## src/rtl/sup_rst_pkg.sv

```systemverilog
package sup_rst_pkg;

    typedef enum logic [1:0] {
        ST_HOLD  = 2'd0,
        ST_WAIT  = 2'd1,
        ST_RUN   = 2'd2,
        ST_WDRST = 2'd3
    } sup_state_e;

    typedef enum logic [1:0] {
        CAUSE_NONE  = 2'b00,
        CAUSE_PWRUP = 2'b01,
        CAUSE_LOWV  = 2'b10,
        CAUSE_WDOG  = 2'b11
    } cause_e;

    localparam logic [1:0] WDCODE_LONG  = 2'b00;
    localparam logic [1:0] WDCODE_MID   = 2'b01;
    localparam logic [1:0] WDCODE_SHORT = 2'b10;
    localparam logic [1:0] WDCODE_OFF   = 2'b11;

    function automatic int max_of(input int a, input int b);
        return (a > b) ? a : b;
    endfunction

endpackage

```

## src/rtl/sup_wdi_edge.sv

```systemverilog
module sup_wdi_edge #(
    parameter int SYNC_STAGES = 2
) (
    input  logic clk,
    input  logic rst_n,
    input  logic wdi,
    output logic kick
);
    // sh_q[SYNC_STAGES-1:0] is the synchronizer, sh_q[SYNC_STAGES] the previous synced value
    logic [SYNC_STAGES:0] sh_q;

    always_ff @(posedge clk or negedge rst_n) begin
        if (!rst_n) begin
            sh_q <= '1;
        end else begin
            sh_q <= {sh_q[SYNC_STAGES-1:0], wdi};
        end
    end

    assign kick = sh_q[SYNC_STAGES] & ~sh_q[SYNC_STAGES-1];

    // one falling edge gives a single restart pulse
    p_single_kick_r6: assert property (@(posedge clk) disable iff (!rst_n)
        kick |=> !kick);

endmodule

```

## src/rtl/sup_delay_cnt.sv

```systemverilog
module sup_delay_cnt #(
    parameter int CNT_W         = 8,
    parameter int RELEASE_TICKS = 200
) (
    input  logic clk,
    input  logic rst_n,
    input  logic clr,
    input  logic en,
    input  logic tick,
    output logic done
);
    localparam logic [CNT_W-1:0] REL_V = CNT_W'(RELEASE_TICKS);

    logic [CNT_W-1:0] cnt_q;

    always_ff @(posedge clk or negedge rst_n) begin
        if (!rst_n) begin
            cnt_q <= '0;
        end else if (clr) begin
            cnt_q <= '0;
        end else if (en && tick && !done) begin
            cnt_q <= cnt_q + CNT_W'(1);
        end
    end

    assign done = (cnt_q == REL_V);

    // the release counter never passes its limit
    p_delay_bound_r3: assert property (@(posedge clk) disable iff (!rst_n)
        cnt_q <= REL_V);

endmodule

```

## src/rtl/sup_wd_cnt.sv

```systemverilog
module sup_wd_cnt
    import sup_rst_pkg::*;
#(
    parameter int CNT_W      = 11,
    parameter int LONG_TICKS = 1400,
    parameter int MID_TICKS  = 600,
    parameter int SHORT_TICKS = 200
) (
    input  logic       clk,
    input  logic       rst_n,
    input  logic       run,
    input  logic       kick,
    input  logic       tick,
    input  logic [1:0] code,
    output logic       expire
);
    logic [CNT_W-1:0] lim_tab [4];
    logic [CNT_W-1:0] lim_q;
    logic [CNT_W-1:0] cnt_q;
    logic             off_q;
    logic             restart;

    // period table indexed by code; the off entry is never compared
    for (genvar g = 0; g < 4; g++) begin : g_lim
        if (g == int'(WDCODE_LONG)) begin : g_l
            assign lim_tab[g] = CNT_W'(LONG_TICKS);
        end else if (g == int'(WDCODE_MID)) begin : g_m
            assign lim_tab[g] = CNT_W'(MID_TICKS);
        end else if (g == int'(WDCODE_SHORT)) begin : g_s
            assign lim_tab[g] = CNT_W'(SHORT_TICKS);
        end else begin : g_o
            assign lim_tab[g] = '0;
        end
    end

    assign restart = !run || kick;

    always_ff @(posedge clk or negedge rst_n) begin
        if (!rst_n) begin
            cnt_q <= '0;
            lim_q <= CNT_W'(LONG_TICKS);
            off_q <= 1'b0;
        end else if (restart) begin
            cnt_q <= '0;
            lim_q <= lim_tab[code];
            off_q <= (code == WDCODE_OFF);
        end else if (tick && !off_q && !expire) begin
            cnt_q <= cnt_q + CNT_W'(1);
        end
    end

    assign expire = run && !off_q && (cnt_q == lim_q);

    // the count stays within the latched period
    p_count_bounded_r5: assert property (@(posedge clk) disable iff (!rst_n)
        off_q || (cnt_q <= lim_q));

    // the latched period only changes at a restart
    p_limit_holds_r9: assert property (@(posedge clk) disable iff (!rst_n)
        (run && !kick) |=> $stable(lim_q));

    // the count is zero in the cycle after reset is still asserted
    p_cleared_in_reset_r10: assert property (@(posedge clk) disable iff (!rst_n)
        !run |=> (cnt_q == '0));

endmodule

```

## src/rtl/sup_rst_gen.sv

```systemverilog
module sup_rst_gen
    import sup_rst_pkg::*;
#(
    parameter int RELEASE_TICKS  = 200,
    parameter int WD_LONG_TICKS  = 1400,
    parameter int WD_MID_TICKS   = 600,
    parameter int WD_SHORT_TICKS = 200,
    parameter int SYNC_STAGES    = 2
) (
    input  logic       clk,
    input  logic       rst_n,
    input  logic       tick_1ms,
    input  logic       supply_ok,
    input  logic       wdi,
    input  logic [1:0] wd_code,
    output logic       reset_n_out,
    output logic [1:0] cause_out
);
    localparam int WD_MAX = max_of(max_of(WD_LONG_TICKS, WD_MID_TICKS), WD_SHORT_TICKS);
    localparam int WD_W   = $clog2(WD_MAX + 1);
    localparam int DLY_W  = $clog2(RELEASE_TICKS + 1);

    sup_state_e state_q, state_d;
    cause_e     cause_q, cause_d;
    logic       kick;
    logic       wd_expire;
    logic       dly_done;
    logic       dly_en;
    logic       dly_clr;
    logic       wd_run;

    sup_wdi_edge #(.SYNC_STAGES(SYNC_STAGES)) u_edge (
        .clk  (clk),
        .rst_n(rst_n),
        .wdi  (wdi),
        .kick (kick)
    );

    assign dly_en  = (state_q == ST_WAIT) || (state_q == ST_WDRST);
    assign dly_clr = !dly_en || (state_d != state_q);

    sup_delay_cnt #(.CNT_W(DLY_W), .RELEASE_TICKS(RELEASE_TICKS)) u_dly (
        .clk  (clk),
        .rst_n(rst_n),
        .clr  (dly_clr),
        .en   (dly_en),
        .tick (tick_1ms),
        .done (dly_done)
    );

    assign wd_run = (state_q == ST_RUN);

    sup_wd_cnt #(
        .CNT_W      (WD_W),
        .LONG_TICKS (WD_LONG_TICKS),
        .MID_TICKS  (WD_MID_TICKS),
        .SHORT_TICKS(WD_SHORT_TICKS)
    ) u_wd (
        .clk   (clk),
        .rst_n (rst_n),
        .run   (wd_run),
        .kick  (kick),
        .tick  (tick_1ms),
        .code  (wd_code),
        .expire(wd_expire)
    );

    // state register
    always_ff @(posedge clk or negedge rst_n) begin
        if (!rst_n) begin
            state_q <= ST_HOLD;
            cause_q <= CAUSE_PWRUP;
        end else begin
            state_q <= state_d;
            cause_q <= cause_d;
        end
    end

    // next state
    always_comb begin
        state_d = state_q;
        cause_d = cause_q;
        unique case (state_q)
            ST_HOLD: begin
                if (supply_ok) state_d = ST_WAIT;
            end
            ST_WAIT: begin
                if (!supply_ok) begin
                    state_d = ST_HOLD;
                    cause_d = CAUSE_LOWV;
                end else if (dly_done) begin
                    state_d = ST_RUN;
                end
            end
            ST_RUN: begin
                if (!supply_ok) begin
                    state_d = ST_HOLD;
                    cause_d = CAUSE_LOWV;
                end else if (wd_expire) begin
                    state_d = ST_WDRST;
                    cause_d = CAUSE_WDOG;
                end
            end
            ST_WDRST: begin
                if (!supply_ok) begin
                    state_d = ST_HOLD;
                    cause_d = CAUSE_LOWV;
                end else if (dly_done) begin
                    state_d = ST_RUN;
                end
            end
            default: begin
                state_d = ST_HOLD;
            end
        endcase
    end

    // outputs
    always_comb begin
        reset_n_out = (state_q == ST_RUN);
        cause_out   = cause_q;
    end

    // low supply forces reset on the next clock
    p_low_supply_r2: assert property (@(posedge clk) disable iff (!rst_n)
        !supply_ok |=> !reset_n_out);

    // a release is always preceded by a good supply
    p_release_after_supply_r3: assert property (@(posedge clk) disable iff (!rst_n)
        $rose(reset_n_out) |-> $past(supply_ok));

    // a reset that starts while the supply is good is a watchdog reset
    p_wd_cause_r7: assert property (@(posedge clk) disable iff (!rst_n)
        ($fell(reset_n_out) && $past(supply_ok)) |-> (cause_out == 2'b11));

    // power-up cause is reported straight after reset
    p_pwrup_cause_r1: assert property (@(posedge clk) disable iff (!rst_n)
        $rose(rst_n) |-> (cause_out == 2'b01));

endmodule

```

## config.mk

```make
export PLATFORM = sky130hd
export DESIGN_NAME = sup_rst_gen
export DESIGN_NICKNAME = d
export VERILOG_FILES = /design/src/rtl/sup_rst_pkg.sv /design/src/rtl/sup_wdi_edge.sv /design/src/rtl/sup_delay_cnt.sv /design/src/rtl/sup_wd_cnt.sv /design/src/rtl/sup_rst_gen.sv
export SDC_FILE = /design/constraint.sdc
export NUM_CORES = 1
export LEC_CHECK = 0
export ABC_CLOCK_PERIOD_IN_PS = 1800
export CAP_MARGIN = 25
export CELL_PAD_IN_SITES_DETAIL_PLACEMENT = 0
export CELL_PAD_IN_SITES_GLOBAL_PLACEMENT = 2
export CORE_MARGIN = 1.5
export CORE_UTILIZATION = 31
export CTS_CLUSTER_DIAMETER = 100
export DETAILED_ROUTE_END_ITERATION = 8
export DONT_BUFFER_PORTS = 1
export PLACE_DENSITY_LB_ADDON = 0.1
export RECOVER_POWER = 25
export SYNTH_ARGS = -nofsm -noshare
export SYNTH_HDL_FRONTEND = slang
export SYNTH_SLANG_ARGS = --single-unit
```

## constraint.sdc

```tcl
create_clock -name clk -period 1.8 [get_ports clk]
set_input_delay 0.36 -clock clk [delete_from_list [all_inputs] [get_ports clk]]
set_output_delay 0.36 -clock clk [all_outputs]
set_load 0.1 [all_outputs]
```

### Yosys cells after proc, flatten, opt, wreduce, memory -nomap -nowiden

Cells that the tools add are included.

* bits of input ports: 7
* output and inout bits: 3
* flip-flop bits (word level): 38

* equality and inequality tests: 9
* bitwise operators: 3
* add/subtract/negate cells: 2
* order comparisons: 1
* muxes and demuxes: 17
* reduce and logical (&&, ||, !) cells: 20

Operator list (count)
* 11-bit two-way mux: 4
* 11-bit binary-select mux with 2-bit select: 1
* 2-bit two-way mux: 8
* 8-bit two-way mux: 2
* 11-bit by 1-bit adder with 11-bit output, second input constant: 1
* 11-bit equality test: 1
* 8-bit by 1-bit adder with 8-bit output, second input constant: 1
* 8-bit equality test, second input constant: 1
* 2-bit equality test, second input constant: 3
* 1-bit logical AND: 6
* 2-bit one-hot mux with 3 select lines: 1
* 2-bit nonzero test: 3
* 1-bit logical NOT: 5
* 2-bit one-hot mux with 2 select lines: 1
* 3-bit greater-or-equal comparator, second input constant: 1
* 1-bit logical OR: 3
* 3-bit != test, second input constant: 1
* 2-bit inverter with 3-bit output: 1
* 3-bit AND reduction: 1
* 2-bit by 1-bit equality test with 1-bit output, second input constant: 1
* 2-bit logical NOT: 1
* 2-bit != test: 1
* 2-bit != test, second input constant: 1
* 2-bit OR reduction: 1
* 2 further kinds: 2

### Logic depth before layout (Yosys ltp)

* depth in word-level cells: 9
* depth in mapped cells: 7
* mapped depth without buffers: 5

### Hierarchy

A second synthesis with hierarchy kept.

* cell total of the unflattened synthesis: 172
* area total of the unflattened synthesis: 1681.6 um2

Modules (own cells, without submodules)
* sup_wd_cnt: cells an instance 99, area an instance 932.1 um2, times used 1
* sup_delay_cnt: cells an instance 50, area an instance 473.0 um2, times used 1
* sup_rst_gen: cells an instance 19, area an instance 183.9 um2, times used 1
* sup_wdi_edge: cells an instance 4, area an instance 92.6 um2, times used 1

### Worst setup path before layout

OpenSTA, ideal clock, no wires.

* kind: register -> register
* from: reg state_q[0]
* to: reg u_wd.cnt_q[1]
* setup time: 0.070 ns
* required time: 1.730 ns
* path slack: 0.097 ns
* stages on the path, launching flop included: 7
* arrival time: 1.633 ns
* path buffers: 1
* cell sequence: dfrtp_1 -> nand2b_4 -> buf_6 -> clkinv_4 -> o2111ai_4 -> or4b_1 -> nand3_1

* longest elaborated chain between the ends: 6

RTL lines
* start: declaration: line sup_rst_gen.sv:23 `sup_state_e state_q, state_d;`
* start signal: assignment: line sup_rst_gen.sv:74 `state_q <= state_d;`
* 2-bit equality test (*)
* net reset_n_out: line sup_rst_gen.sv:16 `output logic reset_n_out,`
* 1-bit logical AND (2 in a row): line sup_wd_cnt.sv:52 `assign expire = run && !off_q && (cnt_q == lim_q);`
* 1-bit logical NOT: line sup_wd_cnt.sv:47 `end else if (tick && !off_q && !expire) begin`
* 1-bit logical AND: line sup_wd_cnt.sv:47
* 2-bit nonzero test (no source line)
* end signal: assignment: line sup_wd_cnt.sv:48 `cnt_q <= cnt_q + CNT_W'(1);`
* end: declaration: line sup_wd_cnt.sv:19 `logic [CNT_W-1:0] cnt_q;`

Mark *: on every way through the listed nets, which the timed path passes. The rest lies on a longest branch.
A chain may end at the register's enable or synchronous reset.

### Worst setup path after layout

* from: reg u_wd.lim_q[8]
* to: reg cause_q[1] (netlist: cause_out[1])

* longest elaborated chain between the ends: 4

RTL lines
* start: declaration: line sup_wd_cnt.sv:18 `logic [CNT_W-1:0] lim_q;`
* start signal: assignment: line sup_wd_cnt.sv:41 `lim_q <= CNT_W'(LONG_TICKS);`
* start signal: assignment: line sup_wd_cnt.sv:45 `lim_q <= lim_tab[code];`
* 11-bit equality test: line sup_wd_cnt.sv:52
* 1-bit logical AND: line sup_wd_cnt.sv:52
* 3-bit != test (no source line)
* 3-bit AND reduction (no source line)
* end signal: assignment: line sup_rst_gen.sv:75 `cause_q <= cause_d;`
* end: declaration: line sup_rst_gen.sv:24 `cause_e cause_q, cause_d;`

Every way passes these cells.

==> flow_metrics.py <==
metrics = {
    "synth": {
        "synth_adder_area_share_pct": 2.97,
        "synth_xor_area_share_pct": 9.35,
        "synth_top_family_by_area": "simple AND/OR/NAND/NOR gates",
        "async_flop_share_pct": 100,
        "ys_ff_latch": 32,
        "synthesis.area_um2": 1690,
        "yosys.area_share.simple_pct": 26.4,
        "ys_types": 43,
        "synth_mux_area_share_pct": 0.594,
        "syn_avg_cell_area_um2": 9.97,
        "synth_compound_area_share_pct": 9.28,
        "ys_warn_count": 0,
        "ys_seq_area_share_pct": 48.0,
        "synthFlopType": "dfrtp_1",
        "synth_enable_flop_cells": 0,
        "synthCells": 169,
        "synth_nets": 180,
    },
    "finish": {
        "final_nets": 191,
        "fill_cells": 528,
        "syn2layout_area_growth_pct": 13.8,
        "drive_above_1_share_pct": 14.9,
        "final_util_pct": 37.1,
        "final_design_area_no_fill_um2": 1920,
        "diodes": 0,
    },
    "sta": {
        "worstMarginPinSlew_ns": 0.837,
        "hold_viol": 0,
        "max_freq_mhz": 600,
        "finClkSkew_ns": 0.00754,
        "setup_tns_ns": 0,
        "fin_crit_sh_pct": 92.7,
        "relSlewSlack_pct": 44.2,
        "setup_viol": 0,
        "period_minus_slack_ns": 1.67,
        "setup_slack_ns": 0.132,
        "slew_violations": 0,
        "rsz0062_at_grt": "no",
    },
    "die": {
        "initial_core_util_pct": 32.6,
        "row_count": 26,
        "dieArea_um2": 5890,
        "core-area_um2": 5170,
        "io_pins": 10,
        "die_h_um": 76.7,
        "chipWidth_um": 76.7,
    },
    "clock_network": {
        "tritoncts": "built",
        "cts_setup_buffers": 0,
        "clockBufferDepth": 2,
        "cts.sinks": 32,
        "clkLatencyLatePin_ns": 0.28,
        "cts_buffers": 5,
        "cts_root_buffer": "clkbuf_8",
        "clk_pin_slew_ns": 0.07,
        "htreeDepth": 2,
    },
    "detailed_routing": {
        "vias": 1223,
        "drc": 0,
        "drt_pass1_iterations": 4,
        "ant_nets": 0,
        "drt-wirelength-per-cell_um": 14.0,
        "drt_iter0_markers": 83,
        "wl_um": 3510,
        "vias_per_cell": 4.87,
    },
    "place": {
        "placed_cell_area_um2": 1790,
        "finalWeightedCongestion": 0.734,
        "io_buffers": 0,
        "preCtsSetupSlack_ns": 0.111,
        "dp_hpwl_um": 2600,
    },
    "critical_path": {
        "r2r_setup_slack_ns": 0.13,
        "r2r_start": "u_wd.lim_q[8]$_DFFE_PN1N_",
        "rr_endpoint": "cause_out[1]$_DFFE_PN0P_",
        "crit_fanout": 5,
        "crit_arrival_ns": 1.89,
        "cp_data_required_time_ns": 2.02,
        "setup.worst_path.class": "reg -> reg",
        "endpoint_kind": "register",
        "cp-start-kind": "register",
        "r2r_cells": 5,
    },
    "hold_path": {
        "hp-start": "wdi",
        "hold_depth": 0,
        "hold_class": "in -> reg",
        "min_to": "u_edge.sh_q[0]$_DFF_PN1_",
    },
    "grt": {
        "grt_pass1_vias": 1245,
        "grt_max_degree": 33,
        "grt_pass1_wl_um": 6180,
        "track_usage_pct": 13.5,
        "grt_antenna_before_repair": 0,
        "overflow": 0,
    },
    "power_and_ir_drop": {
        "cellLeakagePower_nw": 0.728,
        "irDropWorstVdd_v": 0.000250,
        "power.density_nw_per_um2": 830,
    },
    "status": {
        "status": "complete, no violations",
    },
    "job": {
        "maxCapViolCount": 0,
    },
}
==> worst max-delay path, cell delays in order, from the launching register on <==
cell and delay, ns:
dfstp_2 0.57, xnor2_1 0.12, nand4_1 0.22, buf_4 0.23
nor3_1 0.27, o32a_1 0.20
==> logic make-up (layout without fill, tap and decap cells) <==
| group | Yosys count | in the layout |
|---|---|---|
| multiplexers | 1 | 1 |
| buffers and inverters | 11 | 23 |
| AND/OR/NAND/NOR | 84 | 84 |
| AO/OA/AOI/OAI | 19 | 19 |
| flip-flops | 32 | 32 |
| XOR/XNOR | 18 | 18 |
| adder cells (fa/ha/maj) | 4 | 4 |
==> cells in the mapped netlist (all sizes together), types with 2 or more instances <==
| master | number | share of area [%] |
|---|---|---|
| dfstp | 7 | 11 |
| or4b | 2 | 1.2 |
| buf | 3 | 1.3 |
| o2111ai | 2 | 2.1 |
| nand2b | 4 | 1.9 |
| dfrtp | 25 | 37 |
| xor2 | 5 | 2.6 |
| a21oi | 3 | 0.89 |
| nand3 | 6 | 1.8 |
| nand4 | 5 | 1.9 |
| inv | 6 | 1.3 |
| xnor2 | 13 | 6.8 |
| or3 | 2 | 0.74 |
| nor3 | 10 | 3.3 |
| a31oi | 2 | 0.74 |
| and3 | 3 | 1.4 |
| nor4 | 5 | 1.9 |
| o211ai | 2 | 0.89 |
| ha | 4 | 3.0 |
| nand3b | 3 | 1.3 |
| nor2b | 3 | 1.1 |
| nor2 | 21 | 4.7 |
| nand2 | 17 | 3.8 |
| o21ai | 2 | 0.59 |
==> what timing repair did <==
action | 4_1_cts | 5_1_grt
endpoints found under the setup margin | 0 | 4
hold buffers | 2 | 0
resized for setup | 0 | 1
endpoints found under the hold margin | 32 | 0
==> metrics by stage <==
step / hold WS [ns] / total power, mW / instances
2_1_floorplan: 0.0644 / 0.886 / 169
3_3_place_gp: 0.0652 / 0.912 / 241
3_5_place_dp: 0.0653 / 0.913 / 241
4_1_cts: 0.0580 / 1.62 / 251
5_1_grt: 0.0470 / 1.67 / 251
6_report: 0.0699 / 1.59 / 251
==> state kept, by name, summed over array words and instances (netlist names) <==
signal and count:
cause_out 2, u_edge.sh_q 3, u_wd.cnt_q 11, u_wd.off_q 1, u_wd.lim_q 5, u_dly.cnt_q 8, state_q 2
==> layer usage <==
layer	vias up	part of all wire, %	track usage [%]	wire length, µm
met4	0	1.4	4.44	48
met1	593	45	15.7	1580
li1	613	-	-	-
met5	-	0	0	0
met3	5	2.5	4.40	88
met2	12	51	23.3	1790
==> how the worst max path moves through the flow <==
| stage | from | to | slack, ns | cells after the start |
|---|---|---|---|---|
| 3_3_place_gp | u_edge.sh_q[2]$_DFF_PN1_ | u_wd.cnt_q[1]$_DFFE_PN0P_ | 0.03 | 4 |
| 5_1_grt | u_wd.lim_q[4]$_DFFE_PN1N_ | cause_out[1]$_DFFE_PN0P_ | 0.01 | 5 |
| 4_1_cts | u_edge.sh_q[2]$_DFF_PN1_ | u_wd.cnt_q[1]$_DFFE_PN0P_ | 0.11 | 4 |
| 6_report | u_wd.lim_q[8]$_DFFE_PN1N_ | cause_out[1]$_DFFE_PN0P_ | 0.13 | 5 |
| 2_1_floorplan | state_q[0]$_DFF_PN0_ | u_wd.cnt_q[1]$_DFFE_PN0P_ | 0.1 | 6 |
| 3_5_place_dp | u_edge.sh_q[2]$_DFF_PN1_ | u_wd.cnt_q[1]$_DFFE_PN0P_ | 0.11 | 4 |
==> layout by cell type, fill, tap and decap left out, types with 3 or more instances in the layout <==
cell and instances:
nand3b_1 3, nor3_1 9, nand3_1 6, xnor2_1 13, dfstp_2 6, inv_1 6, nand2b_1 3, nor4_1 5
nand2_1 17, xor2_1 5, nand4_1 5, ha_1 4, buf_4 6, clkbuf_8 5, nor2_1 21, a21oi_1 3
dfrtp_1 25
==> cell type report <==
class / count / area [µm²] / share of cell area (%)
flip-flops and latches: 32 / 810 / 42.2
clock inverters: 2 / 35.0 / 1.83
clock buffers: 6 / 72.6 / 3.78
inverters: 7 / 31.3 / 1.63
well taps: 70 / 87.6 / 4.57
multi-input cells: 126 / 822 / 42.9
repair buffers: 8 / 60.1 / 3.13
==> report_power, final <==
group	internal, mW	switching [mW]
Sequential	0.748	0.0169
Combinational	0.0437	0.106
Clock	0.411	0.266
Total	1.20	0.389
Note: power is estimated with default switching activity, not from simulation.
